===== config.mk =====
export PLATFORM = sky130hd
export DESIGN_NAME = irq_arbiter
export DESIGN_NICKNAME = d
export VERILOG_FILES = /design/src/rtl/irq_arb_pkg.sv /design/src/rtl/irq_ext_front.sv /design/src/rtl/irq_prio_regs.sv /design/src/rtl/irq_pick.sv /design/src/rtl/irq_arbiter.sv
export SDC_FILE = /design/constraint.sdc
export NUM_CORES = 1
export LEC_CHECK = 0
export BUFFER_PORTS_ARGS = -buffer_cell sky130_fd_sc_hd__buf_2
export CAP_MARGIN = 20
export CORE_MARGIN = 1.5
export CORE_UTILIZATION = 40
export CTS_CLUSTER_DIAMETER = 50
export CTS_CLUSTER_SIZE = 30
export DETAILED_ROUTE_END_ITERATION = 10
export HOLD_SLACK_MARGIN = 0.15
export RECOVER_POWER = 25
export SLEW_MARGIN = 20
export SYNTH_ARGS = -nofsm -noshare
export SYNTH_HDL_FRONTEND = slang
export SYNTH_SLANG_ARGS = --single-unit

===== constraint.sdc =====
create_clock -name clk_i -period 15.3 [get_ports clk_i]
set_clock_uncertainty 0.2 [all_clocks]
set_input_delay 3.06 -clock clk_i [delete_from_list [all_inputs] [get_ports clk_i]]
set_output_delay 3.06 -clock clk_i [all_outputs]
set_load 0.02 [all_outputs]

===== src/rtl/irq_arb_pkg.sv =====
package irq_arb_pkg;
  localparam int LVL_W          = 4;
  localparam int FIELDS_PER_REG = 4;
  localparam int REG_W          = LVL_W * FIELDS_PER_REG;
  localparam int VEC_W          = 8;
  typedef logic [LVL_W-1:0] lvl_t;
  typedef logic [VEC_W-1:0] vec_t;
endpackage


===== src/rtl/irq_ext_front.sv =====
module irq_ext_front #(
  parameter int N_EXT = 4
) (
  input  logic             clk_i,
  input  logic             rst_ni,
  input  logic [N_EXT-1:0] pin_i,
  input  logic [N_EXT-1:0] edge_mode_i,
  input  logic [N_EXT-1:0] clr_i,
  output logic [N_EXT-1:0] pend_o
);
  logic [N_EXT-1:0] s1_q, s2_q, s3_q, latch_q, rise;

  always_ff @(posedge clk_i or negedge rst_ni) begin
    if (!rst_ni) begin
      s1_q <= '0; s2_q <= '0; s3_q <= '0; latch_q <= '0;
    end else begin
      s1_q <= pin_i;
      s2_q <= s1_q;
      s3_q <= s2_q;
      latch_q <= edge_mode_i & (rise | (latch_q & ~clr_i));
    end
  end

  assign rise = s2_q & ~s3_q;

  for (genvar i = 0; i < N_EXT; i++) begin : g_pend
    assign pend_o[i] = edge_mode_i[i] ? latch_q[i] : s2_q[i];


    latch_from_rise_chk: assert property (@(posedge clk_i) disable iff (!rst_ni)
      $rose(latch_q[i]) |-> $past(rise[i]));
  end
endmodule


===== src/rtl/irq_prio_regs.sv =====
module irq_prio_regs
  import irq_arb_pkg::*;
#(
  parameter int N_SRC = 8,
  parameter int N_EXT = 4,
  parameter int AW    = 2
) (
  input  logic             clk_i,
  input  logic             rst_ni,
  input  logic             we_i,
  input  logic [AW-1:0]    addr_i,
  input  logic [REG_W-1:0] wdata_i,
  output logic [REG_W-1:0] rdata_o,
  output lvl_t             lvl_o [N_SRC],
  output logic [N_EXT-1:0] edge_mode_o
);
  localparam int N_PREG = (N_SRC + FIELDS_PER_REG - 1) / FIELDS_PER_REG;

  logic [REG_W-1:0] prio_q [N_PREG];
  logic [N_EXT-1:0] mode_q;
  logic [REG_W-1:0] rd_mux;

  always_ff @(posedge clk_i or negedge rst_ni) begin
    if (!rst_ni) begin
      for (int r = 0; r < N_PREG; r++) prio_q[r] <= '0;
      mode_q  <= '0;
      rdata_o <= '0;
    end else begin
      if (we_i) begin
        for (int r = 0; r < N_PREG; r++)
          if (int'(addr_i) == r) prio_q[r] <= wdata_i;
        if (int'(addr_i) == N_PREG) mode_q <= wdata_i[N_EXT-1:0];
      end
      rdata_o <= rd_mux;
    end
  end

  always_comb begin
    rd_mux = '0;
    for (int r = 0; r < N_PREG; r++)
      if (int'(addr_i) == r) rd_mux = prio_q[r];
    if (int'(addr_i) == N_PREG) rd_mux[N_EXT-1:0] = mode_q;
  end

  for (genvar s = 0; s < N_SRC; s++) begin : g_lvl
    assign lvl_o[s] = prio_q[s / FIELDS_PER_REG][(s % FIELDS_PER_REG) * LVL_W +: LVL_W];
  end

  assign edge_mode_o = mode_q;
endmodule


===== src/rtl/irq_pick.sv =====
module irq_pick
  import irq_arb_pkg::*;
#(
  parameter int N  = 8,
  parameter int IW = $clog2(N)
) (
  input  logic [N-1:0]  pend_i,
  input  lvl_t          lvl_i [N],
  output logic          any_o,
  output logic [IW-1:0] idx_o,
  output lvl_t          lvl_o
);
  // scan from the lowest-priority index so lower indices win ties
  always_comb begin
    any_o = 1'b0;
    idx_o = '0;
    lvl_o = '0;
    for (int i = N - 1; i >= 0; i--) begin
      if (pend_i[i] && lvl_i[i] != '0 && lvl_i[i] >= lvl_o) begin
        any_o = 1'b1;
        idx_o = IW'(i);
        lvl_o = lvl_i[i];
      end
    end
  end
endmodule


===== src/rtl/irq_arbiter.sv =====
module irq_arbiter
  import irq_arb_pkg::*;
#(
  parameter int   N_EXT    = 4,
  parameter int   N_PER    = 4,
  parameter vec_t EXT_VEC0 = 8'd64,
  parameter vec_t PER_VEC0 = 8'd72,
  localparam int  N_SRC    = N_EXT + N_PER,
  localparam int  N_PREG   = (N_SRC + FIELDS_PER_REG - 1) / FIELDS_PER_REG,
  localparam int  AW       = $clog2(N_PREG + 1),
  localparam int  IW       = $clog2(N_SRC)
) (
  input  logic             clk_i,
  input  logic             rst_ni,
  input  logic [N_EXT-1:0] irq_pin_i,
  input  logic [N_PER-1:0] per_req_i,
  input  logic             reg_we_i,
  input  logic [AW-1:0]    reg_addr_i,
  input  logic [REG_W-1:0] reg_wdata_i,
  output logic [REG_W-1:0] reg_rdata_o,
  input  logic [LVL_W-1:0] mask_i,
  input  logic             mask_wr_i,
  input  logic             ack_i,
  output logic             req_o,
  output logic [VEC_W-1:0] vec_o,
  output logic [LVL_W-1:0] lvl_o,
  output logic             irq_out_no
);
  lvl_t             src_lvl [N_SRC];
  logic [N_EXT-1:0] edge_mode, ext_pend, ext_clr;
  logic [N_SRC-1:0] all_pend;
  logic             pick_any, accept, ack_fire, src_edge;
  logic [IW-1:0]    pick_idx, src_q;
  lvl_t             pick_lvl, eff_mask, lvl_q, wait_lvl_q, wait_lvl_d;
  logic             req_q, pin_low_q, wait_q, wait_d, hold_q, hold_d;
  vec_t             vec_q, vec_d;

  irq_prio_regs #(.N_SRC(N_SRC), .N_EXT(N_EXT), .AW(AW)) u_regs (
    .clk_i, .rst_ni,
    .we_i(reg_we_i), .addr_i(reg_addr_i), .wdata_i(reg_wdata_i), .rdata_o(reg_rdata_o),
    .lvl_o(src_lvl), .edge_mode_o(edge_mode)
  );

  irq_ext_front #(.N_EXT(N_EXT)) u_front (
    .clk_i, .rst_ni,
    .pin_i(irq_pin_i), .edge_mode_i(edge_mode), .clr_i(ext_clr), .pend_o(ext_pend)
  );

  assign all_pend = {per_req_i, ext_pend};

  irq_pick #(.N(N_SRC), .IW(IW)) u_pick (
    .pend_i(all_pend), .lvl_i(src_lvl),
    .any_o(pick_any), .idx_o(pick_idx), .lvl_o(pick_lvl)
  );

  assign ack_fire = ack_i & req_q;

  for (genvar i = 0; i < N_EXT; i++) begin : g_clr
    assign ext_clr[i] = ack_fire && (int'(src_q) == i);
  end

  always_comb begin
    src_edge = 1'b0;
    for (int i = 0; i < N_EXT; i++)
      if (int'(src_q) == i) src_edge = edge_mode[i];
  end

  // acknowledged level stands in for the mask until the CPU writes it
  always_comb begin
    if (ack_fire)    eff_mask = lvl_q;
    else if (wait_q) eff_mask = wait_lvl_q;
    else             eff_mask = mask_i;
  end

  assign accept     = pick_any && (pick_lvl > eff_mask);
  assign wait_d     = ack_fire | (wait_q & ~mask_wr_i);
  assign wait_lvl_d = ack_fire ? lvl_q : wait_lvl_q;
  assign hold_d     = ack_fire ? ~src_edge : hold_q;

  always_comb begin
    if (int'(pick_idx) < N_EXT) vec_d = EXT_VEC0 + vec_t'(pick_idx);
    else                        vec_d = PER_VEC0 + vec_t'(int'(pick_idx) - N_EXT);
  end

  always_ff @(posedge clk_i or negedge rst_ni) begin
    if (!rst_ni) begin
      req_q      <= 1'b0;
      pin_low_q  <= 1'b0;
      src_q      <= '0;
      lvl_q      <= '0;
      vec_q      <= '0;
      wait_q     <= 1'b0;
      wait_lvl_q <= '0;
      hold_q     <= 1'b0;
    end else begin
      req_q      <= accept;
      pin_low_q  <= accept | (wait_d & hold_d);
      src_q      <= pick_idx;
      lvl_q      <= accept ? pick_lvl : '0;
      vec_q      <= vec_d;
      wait_q     <= wait_d;
      wait_lvl_q <= wait_lvl_d;
      hold_q     <= hold_d;
    end
  end

  assign req_o      = req_q;
  assign vec_o      = vec_q;
  assign lvl_o      = lvl_q;
  assign irq_out_no = ~pin_low_q;


  chosen_pending_chk: assert property (@(posedge clk_i) disable iff (!rst_ni)
    pick_any |-> all_pend[pick_idx]);


  nonzero_offer_chk: assert property (@(posedge clk_i) disable iff (!rst_ni)
    req_o |-> lvl_o != '0);


  req_pin_low_chk: assert property (@(posedge clk_i) disable iff (!rst_ni)
    req_o |-> !irq_out_no);


  held_release_chk: assert property (@(posedge clk_i) disable iff (!rst_ni)
    (wait_q && hold_q) |-> !irq_out_no);
endmodule


# Word-level counts from Yosys, hierarchy flattened
# Index checks and enable logic that the tools add are counted.
# op_classes
reduce_logical	34
order_cmp	10
eq_ne	5
bitwise	14
add_sub_neg	3
n_mux	40
# ops
cell	n
2-to-1 mux 4 bit	12
2-to-1 mux 16 bit	2
nonzero test 4 bit	8
greater-or-equal comparator 4 bit	7
2-to-1 mux 3 bit	8
logical AND 1 bit	21
2-to-1 mux 1 bit	17
AND 4 bit	3
adder 7 x 3 -> 8 bit, first input constant	1
adder 7 x 8 -> 8 bit, first input constant	1
2-to-1 mux 8 bit	1
NOT 4 bit	2
== test 3 bit, second input constant	2
AND reduction 2 bit	3
== test 2 bit, second input constant	2
greater-or-equal comparator 4 x 1 -> 1 bit, second input constant	1
greater-than comparator 4 bit	1
bitwise OR 4 bit	1
subtractor 3 x 3 -> 4 bit, second input constant	1
AND 1 bit	3
== test 3 x 2 -> 1 bit, second input constant	1
logical NOT 3 bit	1
less-than comparator 3 bit, second input constant	1
NOT 1 bit	3
other kinds (2)	3
# totals
ff_bits	91
in_bits	35
out_inout_bits	30
word_cells	122

# Depth between registers and ports, before layout
# depth
depth_word	28
mapped_depth	63
mapped_depth_nobuf	60

# Modules after synthesis
# Synthesis repeated with hierarchy kept, for this count alone.
# hier_totals
cells_unflattened	429
area_unflattened_um2	4893.4
# by_module_without_submodules
mod	cells_per_inst	area_each_um2	n_inst	seq_area_each_um2
irq_prio_regs	130	2093.3	1	1301.2
irq_pick	199	1451.4	1	0.0
irq_arbiter	68	793.3	1	400.4
irq_ext_front	32	555.5	1	400.4

# Worst setup path after synthesis
# Ideal clock, no wire load.
# synth_timing
kind	input-to-reg
start	input port per_req_i[3]
end	register pin_low_q
n_path_buf	3
setup_ps	119
arrival_ps	13587
t_required_ps	14981
path_slack_ps	1395
stages	61
cell_sequence	and2_1 ha_1 nor3b_1 o21ai_1 and2_1 a22o_1 ha_1 nor2b_1 o21ai_0 nand3_1 o32a_2 mux2_1 ha_1 nand2b_1 a21o_1 a31oi_1 or2_2 o31a_1 [... 25 more ...] ha_1 nand2b_1 a21o_1 a21o_1 a21oi_1 or3_1 buf_1 nand2_1 a21oi_1 a21oi_1 ha_1 nor2b_1 o21ai_0 nand2b_1 a21oi_1 a41oi_1 o41ai_4 a21bo_1
# synth_via
elab_chain_len	27
elab_cells_between_ends	35
classes_between	order compare (8); mux (16); bitwise (1); reduce/logical (10)
# synth_lines
item	line	text
from (decl)	irq_arbiter.sv:16	input logic [N_PER-1:0] per_req_i,
logical AND 1 bit * (2 in series)	irq_pick.sv:19	if (pend_i[i] && lvl_i[i] != '0 && lvl_i[i] >= lvl_o) begin
2-to-1 mux 4 bit	irq_pick.sv:19	
greater-or-equal comparator 4 bit	irq_pick.sv:19	
logical AND 1 bit	irq_pick.sv:19	
2-to-1 mux 4 bit	irq_pick.sv:19	
greater-or-equal comparator 4 bit	irq_pick.sv:19	
logical AND 1 bit	irq_pick.sv:19	
2-to-1 mux 4 bit	irq_pick.sv:19	
[... 10 more ...]	--	
logical AND 1 bit	irq_pick.sv:19	
2-to-1 mux 4 bit	irq_pick.sv:19	
greater-or-equal comparator 4 bit	irq_pick.sv:19	
logical AND 1 bit	irq_pick.sv:19	
2-to-1 mux 4 bit	irq_pick.sv:19	
greater-than comparator 4 bit	irq_arbiter.sv:75	assign accept = pick_any && (pick_lvl > eff_mask);
logical AND 1 bit *	irq_arbiter.sv:75	
bitwise OR 1 bit *	irq_arbiter.sv:97	pin_low_q <= accept | (wait_d & hold_d);
to (signal assigned)	irq_arbiter.sv:97	
to (decl)	irq_arbiter.sv:35	logic req_q, pin_low_q, wait_q, wait_d, hold_q, hold_d;
# Every way passes the cells marked *; elsewhere a longest branch is shown, timed or not.
# A chain may end at the register's enable or synchronous reset.

# Worst setup path in the final report
# Same ends and word-level chain as after synthesis.

==> flow_summary_export.csv <==
group,metric,value,unit
placement,place_congestion,0.881,
setup_path,ff2ff_setup_slack,3250,ps
layout,regArea,2100,um^2
setup_path,crit_arrival,14480,ps
setup_path,r2r_start,"u_regs.lvl_o[0]",
synth,syn_avg_cell_area,10.8,um^2
synth,netlist_area,4600,um^2
setup_path,crit_cells,60,
floorplanning,die_area,12100,um^2
timing,setup_tns,0,ps
drt,num_vias,3448,
layout,syn_to_final_growth,16.2,%
floorplanning,die_y,110,um
timing,worst_pin_slew,4520,ps
timing,finalSetupViolCount,0,
timing,period_share,94.4,%
clock_tree,cts_max_path_buffers,2,
power_and_ir_drop,p_per_area,194,nW/um^2
drt,via_per_inst,5.48,
timing,hold_violations,0,
power_and_ir_drop,pwr-share-seq,30.7,%
timing,setup_slack,857,ps
placement,dpl.cell_count,614,
worst_hold_path,holdPathStages,0,
clock_tree,root_buffer,"clkbuf_16",
drt,routed_wl,10800,um
power_and_ir_drop,power_switching_share,39.7,%
floorplanning,start_util,41.7,%
synth,synth_cells,426,
placement,port_buffers,60,
layout,final_cell_mix,"84 x dfrtp_1, 59 x buf_2, 40 x nand2_1",
layout,drive_above_1_share,26.2,%
synth,ys_types,64,
setup_path,crit_top_cell,"ha_1",
layout,multiInputGateArea,2390,um^2
drt,drtPass1Iterations,4,
floorplanning,die_x,110,um
floorplanning,top_level_ports,65,
setup_path,path_class,"input port to register",
worst_hold_path,hold_class,"register to register",
worst_hold_path,min_to,"u_front.s2_q[1]",
synth,synth_flop_cell,"dfrtp_1",
clock_tree,clock-sinks,84,
clock_tree,post_cts_buffers,0,
timing,grt_setup_unrepaired,"no",
power_and_ir_drop,p_total,0.00104,W
setup_path,critical-path-top-delay-family,"compound AO/OA/AOI/OAI gates",
setup_path,reg2reg_depth,59,
clock_tree,insertion_delay,350,ps
global_routing,overflow,0,
layout,layout_commonest_cell,"dfrtp_1",
clock_tree,cts_tree,"yes",
run_status,violations,"capacitance limit, slew limit",
power_and_ir_drop,switchingPower,0.000411,W
placement,place_ws,418,ps
synth,synth-edff-count,0,
global_routing,grt.total_usage,19.4,%
global_routing,grt_pass1_wl,17600,um
power_and_ir_drop,p_leak,2.52,nW
power_and_ir_drop,clock_power_share,21.3,%
drt,drc_errors,0,
timing,period_needed,14440,ps
synth,async_reset_ff_share,100,%
synth,yosysWarnings,0,
floorplanning,core_area,11000,um^2
global_routing,grt_pass1_vias,3467,
setup_path,worst-path-max-fanout,8,
power_and_ir_drop,ir_drop,0.0867,mV
drt,postRouteAntennaNets,0,
run_status,outcome,"complete, but fails checks",
drt,wl_per_cell,17.1,um
layout,antenna_cells,0,
synth,ys_seq_area_share,45.7,%
clock_tree,cts_made_buffers,9,
synth,ys_seq_elements,84,
timing,finalMaxSlewViolations,85,
clock_tree,clk_pin_slew,60,ps
setup_path,critPathMaxStageDelay,450,ps
layout,fin_util,48.4,%
floorplanning,num_rows,38,
layout,final_cells,629,
setup_path,start_kind,"input port",
power_and_ir_drop,p_int,0.000624,W
drt,drtIter0Drc,116,
layout,nets,548,
global_routing,antenna_found_initial,0,
worst_hold_path,hp-start,"u_front.s1_q[1]",
setup_path,cpMaxStageDelayCell,"a211oi_1",
timing,relSlewSlack,-201,%
placement,dp_hpwl,7950,um
setup_path,end_kind,"register",
global_routing,grt_max_degree,85,
layout,fill_cells,1013,
run,drv_cap,1,
timing,fmaxAchievable,0.0692,GHz
setup_path,r2r_end,"pin_low_q",
setup_path,crit_buf_inv,1,
setup_path,required,15340,ps
power_and_ir_drop,p_comb_share,48.0,%
clock_tree,htreeDepth,3,
-- cells by family (layout without fill, tap and decap cells) --
group / after synthesis / in the layout / synth area share [%]
other cells: 2 / 5 / 0.163
buf+inv: 34 / 94 / 3.13
compound gates: 104 / 104 / 16.8
simple gates: 113 / 113 / 12.1
fa+ha+maj: 28 / 28 / 7.62
mux: 61 / 61 / 14.5
flops: 84 / 84 / 45.7
-- final cells by class --
type                    instances  area share (%)
multi-input cells             311            44.8
well taps                     140            3.28
clock buffers                  10            4.47
clock inverters                 5            1.12
flip-flops and latches         84            39.3
repair buffers                 61            5.74
inverters                      18            1.26
-- synthesized netlist by cell type, types with 3 or more instances --
cell / count / area [um^2]
a21o_1: 6 / 45.0
o21ai_0: 20 / 100
o211ai_1: 4 / 30.0
nand2_1: 40 / 150
dfrtp_1: 84 / 2100
o21a_1: 7 / 52.6
nor3_1: 3 / 15.0
o22ai_1: 4 / 25.0
nand2b_1: 10 / 62.6
nor3b_1: 3 / 22.5
and2_1: 5 / 31.3
or2_2: 3 / 18.8
clkbuf_1: 9 / 33.8
a31oi_1: 6 / 37.5
nor2b_1: 8 / 50.1
nand3_1: 5 / 25.0
buf_4: 4 / 30.0
mux2i_1: 26 / 260
o41ai_1: 3 / 26.3
a21oi_1: 18 / 90.1
nor4_1: 5 / 31.3
nor2_1: 22 / 82.6
inv_1: 18 / 67.6
mux2_2: 33 / 372
ha_1: 28 / 350
-- worst max-delay path by stage --
| stage | endpoint | from |
|---|---|---|
| after CTS | lvl_o[0] | per_req_i[3] |
| after detailed placement | lvl_o[0] | per_req_i[3] |
| after floorplan | pin_low_q | per_req_i[3] |
| after global placement | lvl_o[3] | per_req_i[3] |
| after global routing | lvl_o[3] | per_req_i[3] |
| final | pin_low_q | per_req_i[3] |
-- registers in the layout (all words and copies together), names as in the netlist --
name,count
wait_lvl_q,4
vec_o,3
u_front.s2_q,4
u_front.s3_q,4
hold_q,1
pin_low_q,1
u_regs.lvl_o,32
src_q,1
u_regs.edge_mode_o,4
lvl_o,4
req_o,1
wait_q,1
u_front.latch_q,4
u_regs.rdata_o,16
u_front.s1_q,4
-- routing by layer --
metal	track usage [%]	share of wire (%)
met4	7.60	1.9
met2	30.7	46
met1	26.6	48
met5	0	0
met3	3.35	4.1
-- stage by stage --
stage | area [um^2] | hold WS (ps)
2_1_floorplan | 4610 | 131
3_3_place_gp | 5020 | 132
3_5_place_dp | 5020 | 136
4_1_cts | 5320 | 152
5_1_grt | 5340 | 153
6_report | 5340 | 151
-- worst register-to-register path, delay by kind of cell (launching register included) --
family                     cells  cell delay [ps]
AOI/OAI and AO/OA             29             6010
adders and majority gates      8             2120
DFF                            1              420
muxes                          1              370
and+or+nand+nor               21             2790
-- power by group through the flow --
| stage | registers, W | logic, W | clock network [W] |
|---|---|---|---|
| floorplan | 0.000322 | 0.000357 | 0 |
| global placement | 0.000320 | 0.000468 | 0 |
| detailed placement | 0.000321 | 0.000480 | 0 |
| CTS | 0.000317 | 0.000483 | 0.000226 |
| global route | 0.000324 | 0.000561 | 0.000237 |
| finish | 0.000317 | 0.000497 | 0.000221 |
-- timing repair --
| action | 4_1_cts | 5_1_grt |
|---|---|---|
| hold buffers | 0 | 0 |
| resized for setup | 0 | 6 |
| endpoints found under the setup margin | 0 | 6 |
| endpoints found under the hold margin | 0 | 0 |
Power figures use the tool's default switching activity.
